--- config.mk ---
export PLATFORM = sky130hd
export DESIGN_NAME = tsd_timing_sel
export DESIGN_NICKNAME = d
export VERILOG_FILES = /design/src/rtl/tsd_pkg.sv /design/src/rtl/tsd_src_mux.sv /design/src/rtl/tsd_chan.sv /design/src/rtl/tsd_timing_sel.sv
export SDC_FILE = /design/constraint.sdc
export NUM_CORES = 1
export LEC_CHECK = 0
export ABC_AREA = 1
export BUFFER_PORTS_ARGS = -buffer_cell sky130_fd_sc_hd__buf_2
export CORE_MARGIN = 4
export CORE_UTILIZATION = 50
export DETAILED_ROUTE_END_ITERATION = 6
export PLACE_DENSITY = 0.69
export SKIP_CTS_REPAIR_TIMING = 1
export SYNTH_ARGS = -nofsm -noshare
export SYNTH_HDL_FRONTEND = slang
export SYNTH_SLANG_ARGS = --single-unit
--- constraint.sdc ---
create_clock -name clk -period 3.3 [get_ports clk]
set_input_delay 0.165 -clock clk [delete_from_list [all_inputs] [get_ports clk]]
set_output_delay 0.165 -clock clk [all_outputs]
set_load 0.1 [all_outputs]
--- src/rtl/tsd_pkg.sv ---
package tsd_pkg;

    localparam int LANE_W   = 16;
    localparam int FACTOR_W = 17;

    typedef enum logic [1:0] {
        M_HOLD = 2'd0,
        M_RUN  = 2'd1,
        M_PASS = 2'd2
    } tsd_mode_t;

    typedef struct packed {
        logic [3:0] sel;
        logic [4:0] idx;
    } tsd_field_t;

    // Division factor for an index; zero marks a reserved index.
    function automatic logic [FACTOR_W-1:0] tsd_factor(input logic [4:0] idx);
        logic [4:0] k;
        logic [FACTOR_W-1:0] base;
        if (idx < 5'd4) begin
            return FACTOR_W'((idx + 5'd1) * 2);
        end else if (idx <= 5'd28) begin
            k    = idx - 5'd4;
            base = k[0] ? FACTOR_W'(16) : FACTOR_W'(12);
            return base << k[4:1];
        end else if (idx == 5'd29) begin
            return FACTOR_W'(98304);
        end
        return '0;
    endfunction

    function automatic tsd_mode_t tsd_mode(input logic [3:0] sel,
                                           input logic [4:0] idx,
                                           input logic [5:1] en,
                                           input int         num_ws);
        if (sel <= 4'd4) begin
            return (en[int'(sel) + 1] && idx < 5'd30) ? M_RUN : M_HOLD;
        end else if (sel == 4'd5) begin
            return M_HOLD;
        end else if (int'(sel) - 6 < num_ws) begin
            return M_PASS;
        end
        return M_HOLD;
    endfunction

endpackage

--- src/rtl/tsd_src_mux.sv ---
module tsd_src_mux #(
    parameter int NUM_WS = 10
) (
    input  logic [3:0]        sel,
    input  logic [2:0]        ref_tick,
    input  logic [1:0]        brg_tick,
    input  logic [NUM_WS-1:0] ws_tick,
    output logic              tick
);

    always_comb begin
        tick = 1'b0;
        if (sel <= 4'd2) begin
            tick = ref_tick[sel[1:0]];
        end else if (sel <= 4'd4) begin
            tick = brg_tick[sel == 4'd4];
        end else begin
            for (int k = 0; k < NUM_WS; k++) begin
                if (sel == 4'(k + 6)) tick = ws_tick[k];
            end
        end
    end

endmodule

--- src/rtl/tsd_chan.sv ---
module tsd_chan
    import tsd_pkg::*;
(
    input  logic                clk,
    input  logic                rst_n,
    input  logic                clr,
    input  tsd_mode_t           nxt_mode,
    input  logic                src_tick,
    input  logic [FACTOR_W-1:0] factor,
    output logic                pulse
);

    tsd_mode_t           st;
    logic [FACTOR_W-1:0] cnt;

    always_ff @(posedge clk or negedge rst_n) begin
        if (!rst_n) st <= M_HOLD;
        else        st <= nxt_mode;
    end

    always_ff @(posedge clk or negedge rst_n) begin
        if (!rst_n) begin
            cnt   <= '0;
            pulse <= 1'b0;
        end else if (clr) begin
            cnt   <= '0;
            pulse <= 1'b0;
        end else begin
            unique case (st)
                M_HOLD: begin
                    cnt   <= '0;
                    pulse <= 1'b0;
                end
                M_RUN: begin
                    pulse <= 1'b0;
                    if (src_tick) begin
                        if (cnt == factor - FACTOR_W'(1)) begin
                            cnt   <= '0;
                            pulse <= 1'b1;
                        end else begin
                            cnt <= cnt + FACTOR_W'(1);
                        end
                    end
                end
                M_PASS: begin
                    cnt   <= '0;
                    pulse <= src_tick;
                end
                default: begin
                    cnt   <= '0;
                    pulse <= 1'b0;
                end
            endcase
        end
    end

endmodule

--- src/rtl/tsd_timing_sel.sv ---
module tsd_timing_sel
    import tsd_pkg::*;
#(
    parameter int NUM_WS = 10,
    parameter int NUM_CH = 2
) (
    input  logic                       clk,
    input  logic                       rst_n,
    input  logic [NUM_CH-1:0]          wr_lane,
    input  logic [LANE_W*NUM_CH-1:0]   wr_data,
    input  logic [5:1]                 div_en,
    input  logic [2:0]                 ref_tick,
    input  logic [1:0]                 brg_tick,
    input  logic [NUM_WS-1:0]          ws_tick,
    output logic [NUM_CH-1:0]          tick_out
);

    tsd_field_t [NUM_CH-1:0] cfg_q;
    tsd_field_t [NUM_CH-1:0] field_wr;

    always_ff @(posedge clk or negedge rst_n) begin
        if (!rst_n) begin
            cfg_q <= '0;
        end else begin
            for (int c = 0; c < NUM_CH; c++) begin
                if (wr_lane[c]) cfg_q[c] <= field_wr[c];
            end
        end
    end

    for (genvar c = 0; c < NUM_CH; c++) begin : g_ch
        tsd_field_t          cfg_d;
        tsd_mode_t           nxt_mode;
        logic                src_tick;
        logic [FACTOR_W-1:0] factor;
        logic                lane_unused;

        assign field_wr[c].sel = wr_data[c*LANE_W + 8 +: 4];
        assign field_wr[c].idx = wr_data[c*LANE_W +: 5];
        assign lane_unused     = ^{wr_data[c*LANE_W + 12 +: 4],
                                   wr_data[c*LANE_W + 5 +: 3]};

        assign cfg_d    = wr_lane[c] ? field_wr[c] : cfg_q[c];
        assign nxt_mode = tsd_mode(cfg_d.sel, cfg_d.idx, div_en, NUM_WS);
        assign factor   = tsd_factor(cfg_q[c].idx);

        tsd_src_mux #(.NUM_WS(NUM_WS)) u_mux (
            .sel      (cfg_q[c].sel),
            .ref_tick (ref_tick),
            .brg_tick (brg_tick),
            .ws_tick  (ws_tick),
            .tick     (src_tick)
        );

        tsd_chan u_chan (
            .clk      (clk),
            .rst_n    (rst_n),
            .clr      (wr_lane[c]),
            .nxt_mode (nxt_mode),
            .src_tick (src_tick),
            .factor   (factor),
            .pulse    (tick_out[c])
        );
    end

endmodule

==> out/qor.txt, run 1 <==
outcome -> finished clean
grt met3 use -> 3.136%
simple-gate share of the synthesized area -> 45.10%
Clock Skew -> 0.006998 ns
most frequent cells after synthesis -> nand2_1, inv_1, nand3_1
Hold WS -> 0.04938 ns
GRT met2 Usage -> 36.03%
All-Layer GR Usage -> 22.88%
#FFs+latches synth -> 58
Worst Setup SP -> cfg_q[9]$_DFFE_PN0P_
Net count, final -> 1,128
leakage -> 3.758 nW
CP Launch Type -> flop
largest net degree at the start of global routing -> 34
Synth Net Count -> 1,065
EDFF count, synth -> 0
Detail Placement HPWL -> 11,680 um
Final Hold Viols -> 0
crit path kind -> flop to flop
Site Rows -> 39
synthesized cell area -> 5942 um2
period utilisation layout -> 91.49%
CP arrival -> 3.24 ns
Async SR Flop Fraction -> 100.0%
delay-heaviest family, CP -> simple AND/OR/NAND/NOR gates
CTS Root Cell -> clkbuf_16
Peak Freq -> 331.2 MHz
vias in the first global route -> 5,476
Worst setup EP type -> flop
Fillers -> 1,174
hold wc startpoint -> wr_data[16]
area delta synth->final -> 15.69%
Clock Sinks -> 58
# H-tree levels -> 3
largest family of logic cells by synthesized area -> simple AND/OR/NAND/NOR gates
initial antenna violation count -> 0
Detail Route Antenna Nets -> 0
1st-iter DRT viols -> 395
routed length per instance -> 12.62 um
Synth Area in Adders -> 5.475%
DR vias -> 6,094
Final Slew Violations -> 0
CTS buffer count -> 9
GR Util met1 -> 32.86%
PD cells -> 441.0 nW/um2
critical-path maximum fanout -> 8
Synth top area share -> 24.43%
Residual DRC -> 0
leading area contributor after synthesis -> dfrtp_1
Max Cap Viol -> 0
full die area -> 13,690 um2
Tmin final -> 3.019 ns
routed vias/inst -> 5.104
top post-synthesis cells by area -> dfrtp_1, nand2_1, nand3_1
CP max stage cell -> dfrtp_1
worst-skew pair later-pin latency -> 0.34 ns
Clock Path Buffers -> 2
worst hold path type -> input pin to flop
busiest metal layer after global routing -> met2
first-pass GRT wire length -> 25,310 um
synth unique cells -> 41
Starting Density -> 51.60%
Synth Area in XOR/XNOR -> 5.875%
Total Routed Length -> 15,070 um
CP dominant cell by count -> nand2_1
Post-synth top flop -> dfrtp_1
final core occ -> 59.69%
Die Ht -> 117.0 um
Slew HR -> 49.02%
setup slack after layout -> 0.2807 ns
Max stage delay on crit path -> 0.39 ns
Worst-Margin Slew -> 0.7646 ns
ant diodes -> 0
CTS tree -> yes
layout cells sized above 1 -> 13.70%
cells after synthesis -> 983
final-report setup violation count -> 0
most numerous cell in the Yosys netlist -> nand2_1
DP Worst Slack -> 0.1698 ns
first-pass iteration count of the detailed router -> 5
post-synthesis mux area share -> 0%
worst vdd ir -> 0.2197 mV
WP buf/inv -> 2
Clock Pin Slew Worst Setup and Hold Paths -> 0.05 ns
Synth Area in Compound Gates -> 8.212%
syn_area_per_cell -> 6.045 um2
worst flop-to-flop path startpoint -> cfg_q[9]$_DFFE_PN0P_
Critical Path RT -> 3.52 ns
Die Wd -> 117.0 um
I/O Pins -> 58
core area -> 11,520 um2
I/O Buffers -> 43
gr ovfl total -> 0
Design Power -> 3.031 mW
GP Congestion -> 0.9343
Yosys warnings -> 0
sequential-to-total area share from yosys stat -> 24.43%
crit path cell chain -> inv_2, ha_1, nand2_1, nand4_1, nand3_1, and2_1, ha_2, nand3_2, nor2_4, inv_1, nor2_4, nand3_2, nand2_2, nand2_1, nand2_1, nand2_1, nor2_4, nand4_4, nand3_2, nand2_1
-- tightest hold or removal path, cell delays in order --
cell	delay, ns
buf_2	0.07
nand2_1	0.04
o21ai_0	0.06
-- final timing paths --
kind,to,slack (ns),cells past startpoint
max,g_ch[1].u_chan.cnt[1]$_DFFE_PN0P_,0.28,20
min,cfg_q[9]$_DFFE_PN0P_,0.05,3
max reg2reg,g_ch[1].u_chan.cnt[1]$_DFFE_PN0P_,0.28,20
min reg2reg,g_ch[1].u_chan.cnt[16]$_DFFE_PN0P_,0.49,2
max in group asynchronous,cfg_q[12]$_DFF_PN0_,2.13,3
min in group asynchronous,g_ch[1].u_chan.cnt[15]$_DFFE_PN0P_,0.44,2
-- placed cells by master (no fill, tap or decap), types with 2 or more instances in the layout --
cell	synthesis	layout
xor2_1	35	35
a31oi_1	2	2
o221ai_1	2	2
o32ai_1	2	2
or2_2	8	8
xnor2_1	3	3
a21oi_1	20	20
o22ai_1	5	5
nand2_4	0	2
ha_2	0	2
nand2_1	297	295
inv_1	142	138
ha_1	26	24
and2_1	3	3
nand4_1	16	16
o21ai_0	45	43
dfrtp_1	58	57
clkinv_4	0	2
nand4_4	1	2
and3_1	7	7
o211ai_1	4	4
buf_4	3	22
nor2_2	11	8
nor3_1	6	6
o21ai_1	3	5
nor2_1	106	102
nand2_2	4	5
nand3_2	4	15
nand3b_1	13	13
inv_2	6	10
clkbuf_16	0	9
o21bai_1	3	3
inv_6	0	2
nand3_1	126	115
buf_2	1	43
nor2_4	2	9
-- per-stage QoR --
stage / setup TNS [ns] / instance area [um2] / std cells
global route: -0.008531 / 6874 / 1194
CTS: 0 / 6678 / 1186
finish: 0 / 6874 / 1194
floorplan: 0 / 5942 / 983
global placement: 0 / 6375 / 1170
detailed placement: 0 / 6375 / 1170
-- power by group --
group          switching (mW)  total, mW  internal (mW)
registers              0.0278      0.769          0.741
clock network           0.367      0.958          0.590
logic                   0.861       1.31          0.444
total                    1.26       3.03           1.78
-- layout make-up --
cell class,count,area (um2),share of cell area [%]
well taps,143,178.9,2.603
clock inverters,7,77.57,1.129
inverters,149,559.3,8.136
clock buffers,9,225.2,3.276
multi-input cells,762,3990,58.05
flip-flops and latches,58,1453,21.13
repair buffers,66,390.4,5.679
-- state kept, by name (all words and copies together), names as in the netlist --
| name | cells |
|---|---|
| g_ch.u_chan.cnt | 34 |
| cfg_q | 18 |
| g_ch.u_chan.pulse | 2 |
| g_ch.u_chan.st | 4 |
-- kinds of logic (layout without fill, tap and decap cells) --
family,count (synthesis),after routing
buffers and inverters,165,231
AOI/OAI and AO/OA,88,88
adders and majority gates,26,26
DFF,58,58
and+or+nand+nor,607,609
xor gates and xnor gates,39,39
-- metal layers --
metal | wire [um] | vias to the layer above
met1 | 7415 | 2681
met2 | 6772 | 134
met5 | 0 | -
met4 | 181 | 0
li1 | - | 3264
met3 | 702 | 15
(Power assumes the default switching activity.)
==> inputs of run 2 (changes only) <==
--- a/config.mk
+++ b/config.mk
@@ -10,7 +10,9 @@
 export CORE_MARGIN = 4
 export CORE_UTILIZATION = 50
 export DETAILED_ROUTE_END_ITERATION = 6
+export GPL_TIMING_DRIVEN = 0
 export PLACE_DENSITY = 0.69
+export RECOVER_POWER = 25
 export SKIP_CTS_REPAIR_TIMING = 1
 export SYNTH_ARGS = -nofsm -noshare
 export SYNTH_HDL_FRONTEND = slang
==> run 2 against run 1 <==
Clock-buffer cell count rose by 1. Global-route usage fell by 0.18 points. Sequential power barely moved. Routed wire length shrank 2.4%. First-iteration DRC count fell by 5.1%. Clock skew about the same. Hold slack lost 0.014 ns. Flip-flop and latch count unchanged. Critical path depth increased by 3. Largest cell class unchanged. Largest power group unchanged.
==> out/qor.txt, run 2 (synthesis results as in run 1) <==
outcome -> finished clean
Final Non-Filler Cells -> 1,191 (-0.25%)
Slew HR -> 5.968% (-43 points)
Min-Delay Endpoint -> cfg_q[9]$_DFFE_PN0P_
Biggest register -> g_ch.u_chan.cnt
I/O Buffers -> 41 (-4.7%)
I/O Pins -> 58 (unchanged)
Clock Pin Slew Worst Setup and Hold Paths -> 0.06 ns (about the same)
DP Worst Slack -> -0.1625 ns (-0.3324 ns)
RSZ-0062 raised after global routing -> true
worst flop-to-flop path startpoint -> cfg_q[2]$_DFF_PN0_
CP arrival -> 3.31 ns (+0.07 ns)
top flop regs -> g_ch.u_chan.cnt x34, cfg_q x18, g_ch.u_chan.st x4
Die Wd -> 117.0 um (unchanged)
Die Ht -> 117.0 um (unchanged)
period utilisation layout -> 93.84% (+2.3 points)
leakage -> 3.719 nW (-1.0%)
full die area -> 13,690 um2 (unchanged)
Worst-Margin Slew -> 1.410 ns (+0.6458 ns)
Max Cap Viol -> 0 (unchanged)
layout cells sized above 1 -> 11.55% (-2.2 points)
crit path kind -> flop to flop
most frequent cells in the layout -> nand2_1, inv_1, nand3_1, nor2_1, dfrtp_1
CTS Root Cell -> clkbuf_16
Detail Placement HPWL -> 11,750 um (+0.66%)
Peak Freq -> 322.9 MHz (-2.5%)
GP Congestion -> 0.9425 (+0.88%)
R2R cell count -> 23 (+15%)
initial antenna violation count -> 0 (unchanged)
Clock Sinks -> 58 (unchanged)
DRT met1 WL -> 7495 um (+1.1%)
routed length per instance -> 12.35 um (-2.1%)
met3 routed WL -> 756 um (+7.7%)
Reg2Reg Setup Slack -> 0.20 ns (-0.08 ns)
first-pass iteration count of the detailed router -> 5 (unchanged)
largest net degree at the start of global routing -> 59 (+74%)
CTS buffer count -> 9 (unchanged)
CTS tree -> yes
Worst Hold Depth -> 3 (unchanged)
hold wc startpoint -> wr_data[16]
final-report setup violation count -> 0 (unchanged)
Clock Path Buffers -> 2 (unchanged)
All-Layer GR Usage -> 22.70% (-0.18 points)
first-pass GRT wire length -> 25,070 um (-0.93%)
setup slack after layout -> 0.2033 ns (-0.07741 ns)
core area -> 11,520 um2 (unchanged)
ant diodes -> 0 (unchanged)
worst vdd ir -> 0.3421 mV (+56%)
vias in the first global route -> 5,490 (+0.26%)
Clock Skew -> 0.006840 ns (-0.0001579 ns)
area delta synth->final -> 14.87%
Tmin final -> 3.097 ns (+0.07741 ns)
Total Routed Length -> 14,710 um (-2.4%)
# H-tree levels -> 3 (unchanged)
worst hold path type -> input pin to flop
Reg-to-Reg End -> g_ch[0].u_chan.cnt[14]$_DFFE_PN0P_
gr ovfl total -> 0 (unchanged)
setup tns final -> 0 ns (unchanged)
Residual DRC -> 0 (unchanged)
Worst setup EP type -> flop
Final Slew Violations -> 0 (unchanged)
Site Rows -> 39 (unchanged)
DR vias -> 6,129 (+0.57%)
worst-skew pair later-pin latency -> 0.33 ns (about the same)
max FFs per register -> 34 (unchanged)
critical-path maximum fanout -> 10 (+2)
routed wire length on met2 -> 6293 um (-7.1%)
Net count, final -> 1,125 (-0.27%)
commonest non-fill, non-tap cell in the layout -> nand2_1
Top Layer Used -> met4
CP Launch Type -> flop
placed cells -> 1,167 (-0.26%)
PD cells -> 440.1 nW/um2 (-0.20%)
1st-iter DRT viols -> 375 (-5.1%)
routed vias/inst -> 5.146 (+0.83%)
Detail Route Antenna Nets -> 0 (unchanged)
Starting Density -> 51.60% (unchanged)
Critical Path RT -> 3.52 ns (about the same)
Final Hold Viols -> 0 (unchanged)
-- run 2: worst max-delay path by stage --
stage / startpoint / to / depth (start not counted)
detailed placement: cfg_q[2]$_DFF_PN0_ / g_ch[0].u_chan.cnt[14]$_DFFE_PN0P_ / 23
global placement: cfg_q[2]$_DFF_PN0_ / g_ch[0].u_chan.cnt[12]$_DFFE_PN0P_ / 23
global route: cfg_q[2]$_DFF_PN0_ / g_ch[0].u_chan.cnt[13]$_DFFE_PN0P_ / 24
finish: cfg_q[2]$_DFF_PN0_ / g_ch[0].u_chan.cnt[14]$_DFFE_PN0P_ / 23
CTS: cfg_q[2]$_DFF_PN0_ / g_ch[0].u_chan.cnt[14]$_DFFE_PN0P_ / 23
floorplan: cfg_q[2]$_DFF_PN0_ / g_ch[0].u_chan.cnt[11]$_DFFE_PN0P_ / 24
-- run 2: metrics by stage --
| step | utilization, % | cell area, um2 | hold slack (ns) | power, mW |
|---|---|---|---|---|
| after floorplan | - | 5942 | -0.1306 | 1.681 |
| after global placement | 54.93 | 6326 | 0.3715 | 1.927 |
| after detailed placement | 54.93 | 6326 | 0.3779 | 1.933 |
| after CTS | 57.70 | 6645 | 0.02859 | 2.944 |
| after global routing | 59.27 | 6825 | 0.03738 | 3.245 |
| final | 59.27 | 6825 | 0.03502 | 3.004 |
-- run 2: cell type report --
type | count | area (um2)
fillers | 1129 | 4691
multi-input cells | 760 | 3929
flip-flops and latches | 58 | 1451
inverters | 149 | 569.3
repair buffers | 49 | 280.3
clock buffers | 10 | 229.0
well taps | 143 | 178.9
plain buffers | 16 | 97.59
clock inverters | 6 | 90.09
-- run 2: power by group --
part / switching (mW) / internal (mW)
Combinational: 0.814 / 0.419
Clock: 0.341 / 0.663
Sequential: 0.0263 / 0.741
Total: 1.18 / 1.82
-- run 2: critical path, stage by stage (launching register included) --
cell and delay (ns):
dfrtp_1 0.39, buf_6 0.13, inv_4 0.07, ha_1 0.22, clkbuf_4 0.17, inv_4 0.09, nor2_1 0.05, nand3_1 0.10
and2_4 0.16, ha_4 0.12, nand3_2 0.12, nor2_4 0.17, nand2_2 0.11, nor2_4 0.15, nand2_1 0.06, nand2_1 0.06
nand2_1 0.04, nor2_1 0.11, nand3_1 0.10, nor2_2 0.15, nand2_2 0.12, buf_6 0.16, nand3_1 0.07, nand2_1 0.06
-- run 2: metal layers --
layer	track usage, %	vias up
met4	5.657	0
met1	32.50	2741
met5	0	-
li1	-	3251
met3	5.296	15
met2	34.66	122
==> inputs of run 3 (changes only) <==
--- a/config.mk
+++ b/config.mk
@@ -11,7 +11,7 @@
 export CORE_UTILIZATION = 50
 export DETAILED_ROUTE_END_ITERATION = 6
 export GPL_TIMING_DRIVEN = 0
-export PLACE_DENSITY = 0.69
+export PLACE_DENSITY = 0.76
 export RECOVER_POWER = 25
 export SKIP_CTS_REPAIR_TIMING = 1
 export SYNTH_ARGS = -nofsm -noshare
==> run 3 against run 2 <==
Cell count is 0.25% higher. Largest power group unchanged. Global-route usage is 0.34 points lower. Critical path type unchanged. First-iteration DRC count down 5.6%.
==> out/qor.txt, run 3 (synthesis results as in run 1) <==
outcome -> finished clean
largest net degree at the start of global routing -> 59 (unchanged)
CTS Root Cell -> clkbuf_16
layout cells sized above 1 -> 12.27% (+0.73 points)
Max Cap Viol -> 0 (unchanged)
Total Routed Length -> 14,780 um (+0.48%)
Residual DRC -> 0 (unchanged)
full die area -> 13,690 um2 (unchanged)
Clock Skew -> 0.007925 ns (+0.001085 ns)
most frequent cells in the layout -> nand2_1, inv_1, nand3_1, nor2_1, dfrtp_1
DR vias -> 6,181 (+0.85%)
first-pass GRT wire length -> 24,970 um (-0.41%)
period utilisation layout -> 93.56% (-0.28 points)
Net count, final -> 1,128 (+0.27%)
critical-path maximum fanout -> 10 (unchanged)
I/O Pins -> 58 (unchanged)
CP dominant cell by count -> nand2_1
Hold WS -> 0.03558 ns (+0.0005562 ns)
CP Launch Type -> flop
first-pass iteration count of the detailed router -> 6 (+1)
worst-skew pair later-pin latency -> 0.34 ns (about the same)
vias in the first global route -> 5,615 (+2.3%)
Tmin final -> 3.087 ns (-0.009317 ns)
Reg2Reg Setup Slack -> 0.21 ns (about the same)
worst hold path type -> input pin to flop
core area -> 11,520 um2 (unchanged)
Clock Pin Slew Worst Setup and Hold Paths -> 0.06 ns (about the same)
top flop regs -> g_ch.u_chan.cnt x34, cfg_q x18, g_ch.u_chan.st x4
setup tns final -> 0 ns (unchanged)
Die Ht -> 117.0 um (unchanged)
hold wc startpoint -> wr_data[16]
Max stage delay on crit path -> 0.38 ns (about the same)
Clock Path Buffers -> 2 (unchanged)
Final Slew Violations -> 0 (unchanged)
Final Hold Viols -> 0 (unchanged)
final-report setup violation count -> 0 (unchanged)
Die Wd -> 117.0 um (unchanged)
worst flop-to-flop path startpoint -> cfg_q[2]$_DFF_PN0_
Worst setup EP type -> flop
Worst Setup SP -> cfg_q[2]$_DFF_PN0_
1st-iter DRT viols -> 354 (-5.6%)
gr ovfl total -> 0 (unchanged)
Detail Route Antenna Nets -> 0 (unchanged)
Design Power -> 2.908 mW (-3.2%)
I/O Buffers -> 41 (unchanged)
Final Non-Filler Cells -> 1,194 (+0.25%)
Slew HR -> 4.392% (-1.6 points)
routed length per instance -> 12.38 um (+0.23%)
leakage -> 3.727 nW (+0.22%)
Critical Path RT -> 3.52 ns (about the same)
Min-Delay Endpoint -> cfg_q[9]$_DFFE_PN0P_
commonest non-fill, non-tap cell in the layout -> nand2_1
Biggest register -> g_ch.u_chan.cnt
Site Rows -> 39 (unchanged)
placed cells -> 1,167 (unchanged)
initial antenna violation count -> 0 (unchanged)
worst vdd ir -> 0.3525 mV (+3.0%)
CP arrival -> 3.31 ns (about the same)
crit path kind -> flop to flop
CTS tree -> yes
GP Congestion -> 0.9346 (-0.84%)
Detail Placement HPWL -> 11,470 um (-2.4%)
Worst-Margin Slew -> 1.434 ns (+0.02364 ns)
Worst Hold Depth -> 3 (unchanged)
max FFs per register -> 34 (unchanged)
CTS buffer count -> 9 (unchanged)
All-Layer GR Usage -> 22.35% (-0.34 points)
Reg-to-Reg End -> g_ch[0].u_chan.cnt[12]$_DFFE_PN0P_
routed vias/inst -> 5.177 (+0.60%)
Peak Freq -> 323.9 MHz (+0.30%)
Starting Density -> 51.60% (unchanged)
area delta synth->final -> 14.82% (about the same)
crit path cell chain -> buf_6, inv_4, ha_1, buf_4, inv_2, nor2_2, nand3_2, and2_4, ha_4, a21oi_2, o21ai_0, nor2_1, nand2_1, inv_1, nand2_1, nor2_1, nand2_1, nor2_1, nand3_1, nor2_4, nand2_4, buf_6, nand3b_1, nand2_1
R2R cell count -> 24 (+4.3%)
Clock Sinks -> 58 (unchanged)
ant diodes -> 0 (unchanged)
# H-tree levels -> 3 (unchanged)
CP max stage cell -> dfrtp_1
PD cells -> 426.2 nW/um2 (-3.2%)
==> run 3: critical path, delay by kind of cell (launching register included) <==
family | cells | cell delay, ns
buffers and inverters | 6 | 0.61
flip-flops | 1 | 0.38
AO/OA/AOI/OAI | 2 | 0.18
adder cells (fa/ha/maj) | 2 | 0.48
AND/OR/NAND/NOR | 14 | 1.32
==> run 3: stage by stage <==
step | area [um2] | setup WS [ns] | util [%]
floorplan | 5942 | 0.3284 | -
global placement | 6326 | -0.1870 | 54.93
detailed placement | 6326 | -0.1512 | 54.93
CTS | 6608 | -0.2144 | 57.38
global route | 6823 | -0.03158 | 59.25
finish | 6823 | 0.2126 | 59.25
==> run 3: worst max path at each step <==
stage                                                    end  slack [ns]  depth (start not counted)
after CTS                 g_ch[0].u_chan.cnt[12]$_DFFE_PN0P_       -0.21                         23
final                     g_ch[0].u_chan.cnt[12]$_DFFE_PN0P_        0.21                         24
after detailed placement  g_ch[0].u_chan.cnt[12]$_DFFE_PN0P_       -0.15                         23
after global placement    g_ch[0].u_chan.cnt[12]$_DFFE_PN0P_       -0.19                         23
after global routing      g_ch[0].u_chan.cnt[12]$_DFFE_PN0P_       -0.03                         24
after floorplan           g_ch[0].u_chan.cnt[11]$_DFFE_PN0P_        0.33                         24
==> run 3: per-layer routing <==
metal / track usage [%] / vias up / part of all wire (%)
li1: - / 3265 / -
met1: 32.21 / 2729 / 49
met2: 35.19 / 165 / 44
met3: 2.725 / 22 / 5.1
met4: 6.728 / 0 / 1.7
met5: 0 / - / 0
==> run 3: report_power, final <==
part	switching [mW]	internal [mW]
registers	0.0255	0.741
clock network	0.364	0.528
logic	0.834	0.417
total	1.22	1.69
==> run 3: layout make-up <==
type	instances	area, um2
Fill cell	1099	4693
Multi-Input combinational cell	760	3944
Tap cell	143	178.9
Timing Repair Buffer	52	302.8
Clock inverter	6	42.54
Buffer	16	97.59
Sequential cell	58	1451
Clock buffer	10	239.0
Inverter	149	566.8
